File: src/rtl/ssq_pkg.sv
package ssq_pkg;
  typedef enum logic [2:0] {
    SQ_LOCKOUT  = 3'd0,
    SQ_DISABLED = 3'd1,
    SQ_START    = 3'd2,
    SQ_RUN      = 3'd3,
    SQ_STOP     = 3'd4
  } seq_state_e;
endpackage

File: src/rtl/ssq_supply_hyst.sv
module ssq_supply_hyst (
  input  logic clk,
  input  logic rst_n,
  input  logic above_on_i,
  input  logic above_off_i,
  output logic supply_ok_o
);
  logic good_q;

  // Once good, only the lower threshold matters; otherwise the upper one.
  assign supply_ok_o = good_q ? above_off_i : above_on_i;

  always_ff @(posedge clk) begin
    if (!rst_n) good_q <= 1'b0;
    else        good_q <= supply_ok_o;
  end
endmodule

File: src/rtl/ssq_ramp.sv
module ssq_ramp #(
  parameter int LVL_W    = 10,
  parameter int UP_STEP  = 4,
  parameter int DN_MULT  = 10,
  parameter int RATE_DIV = 4
) (
  input  logic             clk,
  input  logic             rst_n,
  input  logic             clr_i,
  input  logic             up_i,
  input  logic             dn_i,
  input  logic             restart_i,
  output logic [LVL_W-1:0] lvl_o
);
  localparam int DIV_W = (RATE_DIV > 2) ? $clog2(RATE_DIV) : 1;
  localparam logic [DIV_W-1:0] DIV_LAST = DIV_W'(RATE_DIV - 1);
  localparam logic [LVL_W:0]   UP_X  = (LVL_W + 1)'(UP_STEP);
  localparam logic [LVL_W:0]   DN_X  = (LVL_W + 1)'(UP_STEP * DN_MULT);
  localparam logic [LVL_W:0]   MAX_X = {1'b0, {LVL_W{1'b1}}};

  logic [DIV_W-1:0] div_q;
  logic [LVL_W-1:0] lvl_q, lvl_d;
  logic [LVL_W:0]   ext, sum, dif;
  logic             moving, tick;

  assign moving = up_i | dn_i;
  assign tick   = moving && (div_q == DIV_LAST);
  assign ext    = {1'b0, lvl_q};
  assign sum    = ext + UP_X;
  assign dif    = ext - DN_X;

  always_comb begin
    lvl_d = lvl_q;
    if (clr_i)
      lvl_d = '0;
    else if (tick && up_i)
      lvl_d = (sum > MAX_X) ? {LVL_W{1'b1}} : sum[LVL_W-1:0];
    else if (tick && dn_i)
      lvl_d = (ext < DN_X) ? '0 : dif[LVL_W-1:0];
  end

  always_ff @(posedge clk) begin
    if (!rst_n) begin
      div_q <= '0;
      lvl_q <= '0;
    end else begin
      lvl_q <= lvl_d;
      if (restart_i || !moving || tick) div_q <= '0;
      else                              div_q <= div_q + 1'b1;
    end
  end

  assign lvl_o = lvl_q;
endmodule

File: src/rtl/ssq_ctrl.sv
module ssq_ctrl
  import ssq_pkg::*;
#(
  parameter int LVL_W    = 10,
  parameter int STOP_THR = 128
) (
  input  logic             clk,
  input  logic             rst_n,
  input  logic             supply_ok_i,
  input  logic             ref_ok_i,
  input  logic             dis_i,
  input  logic             oc_i,
  input  logic [LVL_W-1:0] lvl_i,
  output seq_state_e       state_o,
  output seq_state_e       state_nxt_o,
  output logic             out_en_o
);
  localparam logic [LVL_W-1:0] THR = LVL_W'(STOP_THR);
  localparam logic [LVL_W-1:0] FULL = {LVL_W{1'b1}};

  seq_state_e state_q, state_d;
  logic       hard;

  assign hard = !supply_ok_i || !ref_ok_i;

  always_comb begin
    state_d = state_q;
    if (hard)       state_d = SQ_LOCKOUT;
    else if (dis_i) state_d = SQ_DISABLED;
    else begin
      case (state_q)
        SQ_LOCKOUT, SQ_DISABLED: state_d = SQ_START;
        SQ_START: begin
          if (oc_i)              state_d = SQ_STOP;
          else if (lvl_i == FULL) state_d = SQ_RUN;
        end
        SQ_RUN:  if (oc_i)        state_d = SQ_STOP;
        SQ_STOP: if (lvl_i < THR) state_d = SQ_START;
        default: state_d = SQ_LOCKOUT;
      endcase
    end
  end

  always_ff @(posedge clk) begin
    if (!rst_n) state_q <= SQ_LOCKOUT;
    else        state_q <= state_d;
  end

  // Fault terms gate the enable combinationally: no cycle of exposure.
  assign out_en_o = !hard && !dis_i && !oc_i &&
                    ((state_q == SQ_RUN) || ((state_q == SQ_START) && (lvl_i > THR)));
  assign state_o     = state_q;
  assign state_nxt_o = state_d;
endmodule

File: src/rtl/ssq_term_pulse.sv
module ssq_term_pulse (
  input  logic clk,
  input  logic rst_n,
  input  logic flag_i,
  output logic pulse_o
);
  logic prev_q;

  always_ff @(posedge clk) begin
    if (!rst_n) prev_q <= 1'b0;
    else        prev_q <= flag_i;
  end

  assign pulse_o = flag_i && !prev_q;
endmodule

File: src/rtl/ssq_sequencer.sv
module ssq_sequencer
  import ssq_pkg::*;
#(
  parameter int LVL_W    = 10,
  parameter int UP_STEP  = 4,
  parameter int DN_MULT  = 10,
  parameter int RATE_DIV = 4,
  parameter int STOP_THR = 128
) (
  input  logic             clk,
  input  logic             rst_n,
  input  logic             vdd_above_on_i,
  input  logic             vdd_above_off_i,
  input  logic             ref_ok_i,
  input  logic             dis_req_i,
  input  logic             pk_cur_i,
  input  logic             oc_flt_i,
  input  logic             err_valid_i,
  output logic             err_ready_o,
  input  logic [LVL_W-1:0] err_code_i,
  output logic             clp_valid_o,
  input  logic             clp_ready_i,
  output logic [LVL_W-1:0] clp_code_o,
  output logic             out_en_o,
  output logic             cyc_term_o,
  output logic [LVL_W-1:0] ss_level_o
);
  logic             supply_ok;
  seq_state_e       state_q, state_d;
  logic [LVL_W-1:0] lvl;
  logic             clr, up, dn, restart;

  ssq_supply_hyst u_hyst (
    .clk(clk), .rst_n(rst_n),
    .above_on_i(vdd_above_on_i), .above_off_i(vdd_above_off_i),
    .supply_ok_o(supply_ok)
  );

  ssq_ctrl #(.LVL_W(LVL_W), .STOP_THR(STOP_THR)) u_ctrl (
    .clk(clk), .rst_n(rst_n),
    .supply_ok_i(supply_ok), .ref_ok_i(ref_ok_i),
    .dis_i(dis_req_i), .oc_i(oc_flt_i), .lvl_i(lvl),
    .state_o(state_q), .state_nxt_o(state_d), .out_en_o(out_en_o)
  );

  // Clearing follows the next state so a fault empties the level at the next edge.
  assign clr     = (state_d == SQ_LOCKOUT) || (state_d == SQ_DISABLED);
  assign up      = (state_q == SQ_START);
  assign dn      = (state_q == SQ_STOP);
  assign restart = (state_d != state_q);

  ssq_ramp #(
    .LVL_W(LVL_W), .UP_STEP(UP_STEP), .DN_MULT(DN_MULT), .RATE_DIV(RATE_DIV)
  ) u_ramp (
    .clk(clk), .rst_n(rst_n),
    .clr_i(clr), .up_i(up), .dn_i(dn), .restart_i(restart),
    .lvl_o(lvl)
  );

  ssq_term_pulse u_term (
    .clk(clk), .rst_n(rst_n), .flag_i(pk_cur_i), .pulse_o(cyc_term_o)
  );

  assign clp_valid_o = err_valid_i;
  assign err_ready_o = clp_ready_i;
  assign clp_code_o  = (err_code_i < lvl) ? err_code_i : lvl;
  assign ss_level_o  = lvl;
endmodule

File: config.mk
export PLATFORM = sky130hd
export DESIGN_NAME = ssq_sequencer
export DESIGN_NICKNAME = d
export VERILOG_FILES = /design/src/rtl/ssq_pkg.sv /design/src/rtl/ssq_supply_hyst.sv /design/src/rtl/ssq_ramp.sv /design/src/rtl/ssq_ctrl.sv /design/src/rtl/ssq_term_pulse.sv /design/src/rtl/ssq_sequencer.sv
export SDC_FILE = /design/constraint.sdc
export NUM_CORES = 1
export LEC_CHECK = 0
export BUFFER_PORTS_ARGS = -buffer_cell sky130_fd_sc_hd__buf_4
export CAP_MARGIN = 20
export CORE_AREA = 2 2 57 99
export CTS_CLUSTER_SIZE = 8
export DETAILED_ROUTE_END_ITERATION = 6
export DIE_AREA = 0 0 59 101
export PLACE_DENSITY = 0.52
export SLEW_MARGIN = 40
export SYNTH_ARGS = -nofsm -noshare
export SYNTH_HDL_FRONTEND = slang
export SYNTH_SLANG_ARGS = --single-unit
File: constraint.sdc
create_clock -name clk -period 5.55 [get_ports clk]
set_clock_uncertainty 0.15 [all_clocks]
set_input_delay 0.8325 -clock clk [delete_from_list [all_inputs] [get_ports clk]]
set_output_delay 0.8325 -clock clk [all_outputs]
set_load 0.02 [all_outputs]
==> results of run 1 <==
-- cells by family after synthesis --
kind of cell / count (synthesis) / share of synthesized area [%]
xor gates and xnor gates: 3 / 1.74
DFF: 16 / 21.2
and+or+nand+nor: 59 / 21.7
adders and majority gates: 15 / 12.4
muxes: 12 / 8.86
AOI/OAI and AO/OA: 54 / 23.5
buffers and inverters: 25 / 10.6
-- layout make-up --
cell class              count  share of cell area (%)
clock buffers               4                    3.03
inverters                  12                    2.48
multi-input cells         143                    57.0
flip-flops and latches     16                    17.6
well taps                  55                    3.79
repair buffers             39                    16.1
-- layout by cell type, fill, tap and decap left out, drive strengths merged, types with 7 or more instances in the layout --
| cell | synthesis | layout |
|---|---|---|
| a21oi | 17 | 17 |
| buf | 9 | 39 |
| dfxtp | 16 | 16 |
| ha | 15 | 15 |
| inv | 12 | 12 |
| mux2 | 11 | 11 |
| nand2 | 7 | 7 |
| nor2 | 16 | 16 |
| nor3 | 7 | 7 |
| o21ai | 14 | 14 |
-- metrics by stage --
stage / hold WS (ns) / utilization [%] / cell area [sq um]
after floorplan: 0.329 / - / 1510
final: 0.361 / 35.2 / 1820
after CTS: 0.363 / 35.1 / 1810
after detailed placement: 0.348 / 34.0 / 1760
after global routing: 0.407 / 35.2 / 1820
after global placement: 0.354 / 34.0 / 1760
-- Yosys cell counts, types with 2 or more instances --
cell,number,area [sq um]
nor2_1,16,60.1
o22a_2,2,20.0
or4_1,2,15.0
a2111oi_0,2,17.5
nor2b_1,2,12.5
nor3_1,7,35.0
and2_1,4,25.0
xnor2_1,2,17.5
a31oi_1,3,18.8
nand4_1,3,18.8
clkbuf_8,2,27.5
dfxtp_1,16,320
clkbuf_1,2,7.51
buf_6,4,45.0
nor4_1,4,25.0
a21oi_1,17,85.1
nand2_1,7,26.3
o21ai_0,13,65.1
o22ai_1,2,12.5
buf_4,4,30.0
mux2_2,11,124
and3_1,2,12.5
o21a_1,4,30.0
nand3_1,3,15.0
ha_1,15,188
inv_1,12,45.0
-- per-layer routing --
metal  vias to the layer above  share of wire [%]  GRT usage [%]
met5                         -                  0              0
met4                         0                2.1           6.29
li1                        738                  -              -
met2                        39                 54           26.1
met1                       685                 40           15.7
met3                         9                3.4           1.54
-- state kept, by name (all words and copies together), names as in the netlist --
name	flops
u_term.prev_q	1
u_ctrl.state_o	3
u_ramp.lvl_o	9
u_ramp.div_q	2
u_hyst.good_q	1
-- final timing paths --
| path | startpoint | to | slack (ns) |
|---|---|---|---|
| setup / recovery | u_ramp.lvl_o[6] | clp_code_o[5] | 1.75 |
| hold / removal | u_ramp.div_q[0] | u_ramp.div_q[0] | 0.36 |
| hold reg to reg | u_ramp.div_q[0] | u_ramp.div_q[0] | 0.36 |
| setup reg to reg | u_ramp.div_q[0] | u_ramp.lvl_o[8] | 3.31 |
-- worst min-delay path, cell delays in order, from the launching register on --
cell     delay [ns]
dfxtp_1        0.33
or4_1          0.11
nor3_1         0.04
-- power by group through the flow --
stage / sequential (uW) / clock (uW) / combinational (uW)
after floorplan: 119 / 0 / 28.6
after global placement: 120 / 0 / 48.5
after detailed placement: 120 / 0 / 48.8
after CTS: 117 / 107 / 49.0
after global routing: 117 / 115 / 52.5
final: 117 / 105 / 48.2
==> flow_metrics.tcl, run 1 <==
set metrics [dict create \
    r2r_cells 6 \
    cts_setup_buffers 0 \
    p_leak_uw 0.000737 \
    hold_viol 0 \
    rsz0062_at_grt "no" \
    p_switching_uw 65.2 \
    setup_ws_ns 1.75 \
    layout-drive-gt1-share_pct 29.0 \
    syn_inst 184 \
    first_pass_iters 4 \
    post-route-min-period_ns 3.80 \
    register_area_sq_um 320 \
    placed_cells 265 \
    cp_top_family "compound AO/OA/AOI/OAI gates" \
    wl_microns 4010 \
    cts_buffer_depth 2 \
    multi_input_area_sq_um 1040 \
    p_clk_share_pct 38.9 \
    synthDistinctLibCells 49 \
    coreArea_sq_um 5170 \
    cts_max_level 1 \
    path_depth 7 \
    synth_area_sq_um 1510 \
    finalMaxSlewViolations 0 \
    fillers 580 \
    cp-start-kind "flop" \
    switching_share_pct 24.1 \
    nNetsFinal 250 \
    worstMarginPinSlew_ns 0.823 \
    crit_type "flop to output pin" \
    hpwlAfterDp_microns 3110 \
    first_global_vias 1400 \
    synth_async_sr_flop_share_pct 0 \
    whs_path_depth 2 \
    synth-seq-cells 16 \
    cpMaxStageDelayCell "dfxtp_1" \
    antenna_left 0 \
    period_share_pct 68.5 \
    clk_latency_ns 0.25 \
    antenna_found_initial 0 \
    avgViaCountPerCell 5.47 \
    finalSetupViolations 0 \
    synth-edff-count 0 \
    cts_tree "built" \
    min_path_type "flop to flop" \
    seqPwrFrac_pct 43.3 \
    rows 35 \
    power.density_nw_per_um2 149 \
    combPwrFrac_pct 17.8 \
    die_h_microns 101 \
    path_cells "inv_1, ha_1, a2111oi_0, o21ai_0, o22ai_2, mux2_2, buf_4" \
    gp_congestion 0.770 \
    max_freq_mhz 263 \
    status "finished, final reports clean" \
    crit_arrival_ns 2.82 \
    place_ws_ns 1.79 \
    cts_hold_buf 0 \
    insertedDiodeCount 0 \
    drv_cap 0 \
    required_ns 4.57 \
    numCtsBuffers 3 \
    cts-root-buf "clkbuf_8" \
    synth_top_flop_cell "dfxtp_1" \
    io_buffers 39 \
    num_vias 1471 \
    start_util_pct 29.2 \
    avgRoutedWirePerCell_microns 14.9 \
    crit_buf_inv 2 \
    grt_max_degree 19 \
    cpPeakStageDelay_ns 0.63 \
    die_area_sq_um 5960 \
    p_int_uw 205 \
    drc 0 \
    avgSynthCellArea_sq_um 8.21 \
    drtIter0Drc 26 \
    relSlewSlack_pct 44.9 \
    setup_tns_ns 0 \
    ios 44 \
    grt_overflow 0 \
    critPathMaxFanout 15 \
    end_kind "output pin" \
    power.total_uw 270 \
    clkSinkCount 16 \
    syn_to_final_growth_pct 20.3 \
    cts.reportedPaths.clkPinSlew_ns 0.07 \
    yosysWarnings 0 \
    yosysSeqAreaShare_pct 21.2 \
    dieWidth_microns 59 \
    grtUsageTotal_pct 14.2 \
    grt_pass1_wl_microns 6550 \
    ir_worst_vdd_mv 0.100 \
    synth_fp_nets 219 \
    cts_resized 0 \
    fin_cells 269 \
]
Note: power is estimated with default switching activity, not from simulation.
==> run 2: changes to the inputs <==
==> constraint.sdc (replaced) <==
create_clock -name clk -period 3.5 [get_ports clk]
set_clock_uncertainty 0.15 [all_clocks]
set_input_delay 0.525 -clock clk [delete_from_list [all_inputs] [get_ports clk]]
set_output_delay 0.525 -clock clk [all_outputs]
set_load 0.02 [all_outputs]
==> run 2 against run 1 <==
  * Via count increased by 1.3%
  * Utilization increased by 1.2 points
  * Clock power increased by 35%
  * Cell area increased by 3.4%
  * Non-clock buffer count increased by 10
  * Worst setup slack got worse by 1.2 ns
  * Sequential share of layout area decreased by 0.59 points
  * Global-route usage about the same
  * Critical path type is now input pin to output pin
  * Largest power group unchanged
  * Highest routed layer unchanged
==> flow_metrics.tcl, run 2 (synthesis results as in run 1) <==
set metrics [dict create \
    status "finished, final reports clean" \
    clk_latency_ns 0.25 \
    layout-drive-gt1-share_pct 31.4 \
    grt.met2_usage_pct 25.2 \
    antenna_found_initial 0 \
    cp-start-kind "input pin" \
    crit_type "input pin to output pin" \
    end_kind "output pin" \
    cts_resized 0 \
    met1_usage_pct 16.0 \
    coreArea_sq_um 5170 \
    die_h_microns 101 \
    first_global_vias 1383 \
    finalSetupViolations 0 \
    grtUsageTotal_pct 14.2 \
    avgViaCountPerCell 5.36 \
    num_vias 1490 \
    avgRoutedWirePerCell_microns 14.7 \
    fin_cells 278 \
    post-route-min-period_ns 2.94 \
    io_buffers 39 \
    final_cell_mix "49 x buf_4, 17 x a21oi_1, 16 x nor2_1, 16 x dfxtp_1, 15 x ha_1" \
    cts.reportedPaths.clkPinSlew_ns 0.07 \
    required_ns 2.82 \
    ios 44 \
    gp_congestion 0.748 \
    start_util_pct 29.2 \
    power.density_nw_per_um2 216 \
    antenna_left 0 \
    cts_setup_buffers 0 \
    worstMarginPinSlew_ns 0.579 \
    fin_hold_ws_ns 0.333 \
    placed_cells 275 \
    period_share_pct 84.1 \
    cts_buffer_depth 2 \
    power.total_uw 406 \
    max_freq_mhz 340 \
    min_path_type "input pin to flop" \
    grt_max_degree 19 \
    ir_worst_vdd_mv 0.173 \
    grt_overflow 0 \
    drc 0 \
    insertedDiodeCount 0 \
    hold_viol 0 \
    die_area_sq_um 5960 \
    first_pass_iters 4 \
    clkSinkCount 16 \
    nNetsFinal 260 \
    rows 35 \
    cts-root-buf "clkbuf_8" \
    setup_tns_ns 0 \
    largest_reg_flops 9 \
    cts_max_level 1 \
    dieWidth_microns 59 \
    wl_microns 4080 \
    final_common_cell "buf_4" \
    grt.busiest_layer "met2" \
    p_leak_uw 0.000783 \
    grt_pass1_wl_microns 6540 \
    drv_cap 0 \
    rsz0062_at_grt "no" \
    syn_to_final_growth_pct 24.4 \
    finalMaxSlewViolations 0 \
    relSlewSlack_pct 61.3 \
    grt_util_met3_pct 1.80 \
    cts_tree "built" \
    crit_arrival_ns 2.27 \
    hpwlAfterDp_microns 3230 \
    numCtsBuffers 3 \
    drtIter0Drc 25 \
    cts_hold_buf 0 \
    critPathMaxFanout 10 \
]
==> run 2: cell count changes in the layout (fill, tap and decap cells not counted), sizes merged <==
cell    previous run  this run
buf               39        49
clkbuf             4         3
==> run 2: layout make-up <==
type,count,area (sq um)
multi-input cells,143,1040
repair buffers,49,368
clock buffers,3,41.3
well taps,55,68.8
inverters,12,45.0
fillers,566,3290
flip-flops and latches,16,320
==> run 2: power breakdown <==
group | total (uW) | switching [uW] | internal [uW] | leakage, uW
clock network | 142 | 65.7 | 76.4 | 0.0000216
logic | 77.6 | 35.3 | 42.3 | 0.000632
registers | 186 | 1.61 | 184 | 0.000130
total | 406 | 103 | 303 | 0.000783
==> run 2: path summary, 6_finish.rpt <==
check,from,endpoint,slack [ns],depth (start not counted)
worst max-delay path,err_code_i[9],clp_code_o[1],0.56,8
worst max register to register,u_ramp.lvl_o[3],u_ctrl.state_o[0],1.54,7
worst min-delay path,pk_cur_i,u_term.prev_q,0.33,2
worst min register to register,u_ramp.div_q[0],u_ramp.div_q[0],0.37,2
==> run 2: per-stage QoR <==
step | instance area [sq um] | utilization, % | worst slack (ns)
after floorplan | 1510 | - | 0.657
after global placement | 1830 | 35.5 | 0.540
after detailed placement | 1830 | 35.5 | 0.539
after CTS | 1870 | 36.3 | 0.531
after global routing | 1880 | 36.4 | 0.391
final | 1880 | 36.4 | 0.557
==> run 2: critical path: stages <==
cell       delay, ns
buf_4           0.11
ha_1            0.29
a2111oi_0       0.33
o21ai_0         0.17
o22ai_2         0.13
buf_4           0.20
mux2_2          0.35
buf_4           0.16
==> run 2: metal layers <==
| metal | routed length (microns) | up-vias |
|---|---|---|
| met5 | 0 | - |
| met4 | 128 | 0 |
| li1 | - | 752 |
| met1 | 1680 | 694 |
| met2 | 2130 | 34 |
| met3 | 135 | 10 |
